`config.mk`:
```
export PLATFORM = sky130hd
export DESIGN_NAME = nest_irq_ctrl
export DESIGN_NICKNAME = d
export VERILOG_FILES = /design/src/rtl/nic_pkg.sv /design/src/rtl/nic_edge_det.sv /design/src/rtl/nic_pending.sv /design/src/rtl/nic_arbiter.sv /design/src/rtl/nest_irq_ctrl.sv
export SDC_FILE = /design/constraint.sdc
export NUM_CORES = 1
export LEC_CHECK = 0
export ABC_CLOCK_PERIOD_IN_PS = 5680
export BUFFER_PORTS_ARGS = -buffer_cell sky130_fd_sc_hd__buf_4
export CAP_MARGIN = 20
export CORE_MARGIN = 5
export CORE_UTILIZATION = 47
export DETAILED_ROUTE_END_ITERATION = 7
export PLACE_DENSITY = 0.78
export SLEW_MARGIN = 20
export SYNTH_ARGS = -nofsm -noshare
export SYNTH_HDL_FRONTEND = slang
export SYNTH_HIERARCHICAL = 1
export SYNTH_SLANG_ARGS = --single-unit
```
`constraint.sdc`:
```
create_clock -name clk -period 5.68 [get_ports clk]
set_clock_uncertainty 0.2 [all_clocks]
set_input_delay 0.568 -clock clk [delete_from_list [all_inputs] [get_ports clk]]
set_output_delay 0.568 -clock clk [all_outputs]
set_load 0.01 [all_outputs]
```
`src/rtl/nic_pkg.sv`:
```
package nic_pkg;
  // edge mode bit positions inside each two-bit field
  localparam int EM_RISE = 0;
  localparam int EM_FALL = 1;

  typedef logic [1:0] edge_mode_t;

  // lowest set index of a request vector, and whether one was found
  typedef struct packed {
    logic       found;
    logic [7:0] idx;
  } pick_t;
endpackage

```
`src/rtl/nic_edge_det.sv`:
```
module nic_edge_det
  import nic_pkg::*;
#(
  parameter int SYNC_STAGES = 2
) (
  input  logic       clk,
  input  logic       rst,
  input  logic       pin_i,
  input  edge_mode_t mode_i,
  output logic       hit_o
);
  logic [SYNC_STAGES-1:0] sync_q;
  logic                   prev_q;
  logic                   cur;
  logic                   rise;
  logic                   fall;

  always_ff @(posedge clk) begin
    if (rst) begin
      sync_q <= '0;
      prev_q <= 1'b0;
    end else begin
      sync_q <= {sync_q[SYNC_STAGES-2:0], pin_i};
      prev_q <= sync_q[SYNC_STAGES-1];
    end
  end

  always_comb begin
    cur   = sync_q[SYNC_STAGES-1];
    rise  = cur & ~prev_q;
    fall  = ~cur & prev_q;
    hit_o = (mode_i[EM_RISE] & rise) | (mode_i[EM_FALL] & fall);
  end

  // a hit can only follow a change of the synchronised level
  p_hit_needs_change_r2: assert property (@(posedge clk) disable iff (rst)
    hit_o |-> (sync_q[SYNC_STAGES-1] != $past(sync_q[SYNC_STAGES-1])));
endmodule

```
`src/rtl/nic_pending.sv`:
```
module nic_pending #(
  parameter int N = 9
) (
  input  logic         clk,
  input  logic         rst,
  input  logic [N-1:0] set_i,
  input  logic [N-1:0] clr_i,
  output logic [N-1:0] pend_o
);
  logic [N-1:0] pend_q;

  always_ff @(posedge clk) begin
    if (rst) pend_q <= '0;
    else     pend_q <= (pend_q & ~clr_i) | set_i;
  end

  assign pend_o = pend_q;

  // a new event is never lost, even on the clearing edge
  p_set_kept_r10: assert property (@(posedge clk) disable iff (rst)
    |set_i |=> ((pend_q & $past(set_i)) == $past(set_i)));
endmodule

```
`src/rtl/nic_arbiter.sv`:
```
module nic_arbiter #(
  parameter int N     = 9,
  parameter int N_HI  = 4,
  parameter int VEC_W = 4
) (
  input  logic [N-1:0]     req_i,
  output logic             hi_valid_o,
  output logic [VEC_W-1:0] hi_vec_o,
  output logic             lo_valid_o,
  output logic [VEC_W-1:0] lo_vec_o
);
  always_comb begin
    hi_valid_o = 1'b0;
    hi_vec_o   = '0;
    for (int i = N_HI - 1; i >= 0; i--) begin
      if (req_i[i]) begin
        hi_valid_o = 1'b1;
        hi_vec_o   = VEC_W'(i);
      end
    end
  end

  always_comb begin
    lo_valid_o = 1'b0;
    lo_vec_o   = '0;
    for (int i = N - 1; i >= N_HI; i--) begin
      if (req_i[i]) begin
        lo_valid_o = 1'b1;
        lo_vec_o   = VEC_W'(i);
      end
    end
  end
endmodule

```
`src/rtl/nest_irq_ctrl.sv`:
```
module nest_irq_ctrl
  import nic_pkg::*;
#(
  parameter int NUM_IN      = 4,
  parameter int NUM_EV      = 5,
  parameter int SYNC_STAGES = 2,
  parameter int VEC_W       = $clog2(NUM_IN + NUM_EV)
) (
  input  logic                       clk,
  input  logic                       rst,
  input  logic [NUM_IN-1:0]          pin_i,
  input  logic [2*NUM_IN-1:0]        edge_mode_i,
  input  logic [NUM_EV-1:0]          ev_strobe_i,
  input  logic [NUM_IN+NUM_EV-1:0]   enable_i,
  input  logic                       svc_done_i,
  output logic                       disp_valid_o,
  output logic [VEC_W-1:0]           disp_vec_o,
  output logic                       resume_o,
  output logic                       active_o,
  output logic [VEC_W-1:0]           cur_vec_o
);
  localparam int N_SRC = NUM_IN + NUM_EV;

  logic [NUM_IN-1:0] pin_hit;
  logic [N_SRC-1:0]  set_vec;
  logic [N_SRC-1:0]  clr_vec;
  logic [N_SRC-1:0]  pend;
  logic [N_SRC-1:0]  req;

  logic             hi_valid, lo_valid;
  logic [VEC_W-1:0] hi_vec, lo_vec;
  logic             do_hi, do_lo;

  logic             act_hi_q, act_lo_q;
  logic [VEC_W-1:0] hi_vec_q, lo_vec_q;
  logic             disp_valid_q, resume_q;
  logic [VEC_W-1:0] disp_vec_q;

  // contact input edge detectors
  for (genvar g = 0; g < NUM_IN; g++) begin : g_edge
    nic_edge_det #(.SYNC_STAGES(SYNC_STAGES)) u_edge (
      .clk    (clk),
      .rst    (rst),
      .pin_i  (pin_i[g]),
      .mode_i (edge_mode_i[2*g +: 2]),
      .hit_o  (pin_hit[g])
    );
  end

  assign set_vec = {ev_strobe_i, pin_hit};

  nic_pending #(.N(N_SRC)) u_pend (
    .clk    (clk),
    .rst    (rst),
    .set_i  (set_vec),
    .clr_i  (clr_vec),
    .pend_o (pend)
  );

  assign req = pend & enable_i;

  nic_arbiter #(.N(N_SRC), .N_HI(NUM_IN), .VEC_W(VEC_W)) u_arb (
    .req_i      (req),
    .hi_valid_o (hi_valid),
    .hi_vec_o   (hi_vec),
    .lo_valid_o (lo_valid),
    .lo_vec_o   (lo_vec)
  );

  // completion has precedence; dispatch is reconsidered the cycle after
  always_comb begin
    do_hi = hi_valid && !act_hi_q && !svc_done_i;
    do_lo = lo_valid && !hi_valid && !act_hi_q && !act_lo_q && !svc_done_i;
    for (int i = 0; i < N_SRC; i++) begin
      clr_vec[i] = (do_hi && (hi_vec == VEC_W'(i))) ||
                   (do_lo && (lo_vec == VEC_W'(i)));
    end
  end

  always_ff @(posedge clk) begin
    if (rst) begin
      act_hi_q     <= 1'b0;
      act_lo_q     <= 1'b0;
      hi_vec_q     <= '0;
      lo_vec_q     <= '0;
      disp_valid_q <= 1'b0;
      disp_vec_q   <= '0;
      resume_q     <= 1'b0;
    end else begin
      disp_valid_q <= 1'b0;
      resume_q     <= 1'b0;
      if (svc_done_i) begin
        if (act_hi_q) begin
          act_hi_q <= 1'b0;
          resume_q <= act_lo_q;
        end else begin
          act_lo_q <= 1'b0;
        end
      end else if (do_hi) begin
        act_hi_q     <= 1'b1;
        hi_vec_q     <= hi_vec;
        disp_valid_q <= 1'b1;
        disp_vec_q   <= hi_vec;
      end else if (do_lo) begin
        act_lo_q     <= 1'b1;
        lo_vec_q     <= lo_vec;
        disp_valid_q <= 1'b1;
        disp_vec_q   <= lo_vec;
      end
    end
  end

  assign disp_valid_o = disp_valid_q;
  assign disp_vec_o   = disp_vec_q;
  assign resume_o     = resume_q;
  assign active_o     = act_hi_q | act_lo_q;
  assign cur_vec_o    = act_hi_q ? hi_vec_q : (act_lo_q ? lo_vec_q : '0);

  // dispatched vectors are always valid source numbers
  p_vec_range_r3: assert property (@(posedge clk) disable iff (rst)
    disp_valid_q |-> (disp_vec_q < VEC_W'(N_SRC)));

  // nothing is dispatched while an upper-level service runs
  p_no_same_level_r8: assert property (@(posedge clk) disable iff (rst)
    act_hi_q |=> !disp_valid_q);

  // a running lower-level service can only be displaced by a contact input
  p_preempt_upper_only_r7: assert property (@(posedge clk) disable iff (rst)
    (act_lo_q && !act_hi_q) |=> (!disp_valid_q || (disp_vec_q < VEC_W'(NUM_IN))));

  // a resume restores the stacked vector and dispatches nothing
  p_resume_vec_r9: assert property (@(posedge clk) disable iff (rst)
    resume_q |-> (!disp_valid_q && act_lo_q && !act_hi_q &&
                  cur_vec_o == $past(lo_vec_q)));

  // completion while idle stays silent
  p_idle_done_r12: assert property (@(posedge clk) disable iff (rst)
    (!act_hi_q && !act_lo_q && svc_done_i) |=> (!disp_valid_q && !resume_q && !active_o));
endmodule

```
==> results.toml <==
[clock_network]
htreeDepth = 2
cts_buffers = 5
clk_path_buf_depth = 2
hold_buffers = 0
clk_pin_slew_ps = 70
cts_root_buffer = "clkbuf_8"
ctsResizeCount = 0
cts.sinks = 37
post_cts_buffers = 0
insertion_delay_ps = 280
tritoncts = "built"

[die]
io_pins = 40
fp.dieH_um = 71.7
start_util_pct = 48.5
die-area_um2 = 5140
dieWidth_um = 71.7
rows = 22
core_area_um2 = 3690

[timing]
period_share_pct = 49.0
setup_tns_ps = 0
slew-limit-headroom_pct = 60.7
fmax_mhz = 359
hold_viol_final = 0
setup_viol = 0
slew_violations = 0
rsz0062_at_grt = "false"
post-route-min-period_ps = 2780
tightest_slew_ps = 583

[power_and_ir_drop]
p_leak_nw = 0.850
power_mw = 0.549
p_per_area_nw_per_um2 = 253
ir_drop_v = 0.000194

[yosys]
synth_commonest_cells = "37 x dfxtp_1, 31 x nand2_1, 13 x inv_1, 13 x nor2b_1, 11 x a21oi_1"
synthArstFlopShare_pct = 0
synth_seq_cells = 37
synth_top_area_share_pct = 41.4
syn_avg_cell_area_um2 = 8.69
synth_edf_count = 0
synth_most_common_cell = "dfxtp_1"
synthCells = 206
ys_seq_area_share_pct = 41.4
ys.flop_type = "dfxtp_1"
synth_area_leaders = "dfxtp_1 41%, nand2b_4 7.7%, nand2_1 6.5%"
syn_area_um2 = 1790
synth_cell_types = 32
ys_warn_count = 6
yosysTopAreaCell = "dfxtp_1"

[setup_path]
crit_type = "reg2reg"
worstSetupStartpointType = "flop"
end_kind = "flop"
cp.required_ps = 5640
crit_fanout = 9
arrival_ps = 2740

[status]
status = "finished clean"

[place]
hpwl_um = 2620
port_buffers = 39
gp_congestion = 0.798

[drt]
wl_per_cell_um = 12.2
num_vias = 1473
first_iter_violations = 64
ant_nets = 0
first_pass_iters = 4
wl_um = 3550
detail_route.vias_per_cell = 5.04
drc = 0

[global_routing]
grt_overflow = 0
antenna_found_initial = 0
grt_pass1_wl_um = 5950
grt_usage_pct = 14.5
grt_max_degree = 38
grt_pass1_vias = 1354

[final_layout]
diodes = 0
area_delta_synth_final_pct = 21.3
nFillCells = 361
nets = 273
layout-drive-gt1-share_pct = 29.9

[hold_path]
min_path_type = "reg2reg"

[run]
cap_viol_max_count = 0
[sequential cells by signal, summed over array words and instances, names as in the netlist]
name                  cells
act_hi_q                  1
act_lo_q                  1
disp_valid_o              1
disp_vec_o                4
g_edge.u_edge/prev_q      4
g_edge.u_edge/sync_q      8
hi_vec_q                  4
lo_vec_q                  4
resume_o                  1
u_pend/pend_o             9
[routing by layer]
| metal | wire, um | part of all wire (%) | vias up | track usage (%) |
|---|---|---|---|---|
| met4 | 45 | 1.3 | 0 | 5.01 |
| met3 | 270 | 7.6 | 5 | 4.91 |
| li1 | - | - | 760 | - |
| met1 | 1570 | 44 | 664 | 17.9 |
| met2 | 1670 | 47 | 44 | 23.7 |
| met5 | 0 | 0 | - | 0 |
[cell families (layout without fill, tap and decap cells)]
| family | after synthesis | count (layout) | synth area share, % |
|---|---|---|---|
| buffers and inverters | 22 | 59 | 6.15 |
| flip-flops | 37 | 37 | 41.4 |
| AO/OA/AOI/OAI | 43 | 43 | 16.4 |
| other | 1 | 2 | 0.209 |
| AND/OR/NAND/NOR | 103 | 103 | 35.9 |
[worst paths after layout]
check | slack [ps] | cells past startpoint | end | from
hold / removal | 240 | 1 | g_edge[3].u_edge/sync_q[1] | g_edge[3].u_edge/sync_q[0]
hold reg to reg | 240 | 1 | g_edge[3].u_edge/sync_q[1] | g_edge[3].u_edge/sync_q[0]
setup reg to reg | 2900 | 9 | u_pend/pend_o[1] | u_pend/pend_o[0]
setup / recovery | 2900 | 9 | u_pend/pend_o[1] | u_pend/pend_o[0]
[power breakdown]
| part | internal (mW) | switching [mW] | total, mW |
|---|---|---|---|
| Sequential | 0.272 | 0.0102 | 0.283 |
| Clock | 0.0962 | 0.0852 | 0.181 |
| Combinational | 0.0434 | 0.0419 | 0.0853 |
[final cells by class]
| class | count | area (um2) | share of cell area [%] |
|---|---|---|---|
| tap | 48 | 60.1 | 2.76 |
| multi-input combinational | 148 | 943 | 43.4 |
| clock buffer | 7 | 86.3 | 3.97 |
| sequential | 37 | 741 | 34.1 |
| inverter | 13 | 48.8 | 2.25 |
| timing repair buffer | 39 | 293 | 13.5 |
[stage by stage]
stage	cells	hold WS (ps)	util, %	setup slack, ps	area [um2]
after floorplan	207	214	-	2980	1790
after global placement	285	216	56.5	2710	2090
after detailed placement	285	228	56.5	2680	2090
after CTS	292	244	58.9	2910	2170
after global routing	292	257	58.9	2750	2170
final	292	238	58.9	2900	2170
[cells in the final DEF (no fill, tap or decap), types with 4 or more instances in the layout]
master     n
buf_4     39
dfxtp_1   37
nand2_1   31
inv_1     13
nor2b_1   13
a21oi_1   11
and2_1    10
nand2b_4  10
a21oi_2    9
nor2_1     7
o21ai_0    6
nand2b_1   6
clkbuf_8   6
nand3_1    5
nor3_1     5
o22ai_1    4
nand3b_1   4
o21ai_2    4
[critical path, stage by stage, from the launching register on]
cell and delay (ps):
dfxtp_1 380, and2_1 180, nor2_1 60, nand2_1 220
or3b_1 530, or3_1 430, or3b_1 360, o31ai_1 80
nand2b_4 170, a21oi_2 50
No activity file was read; power rests on OpenSTA's default activity.
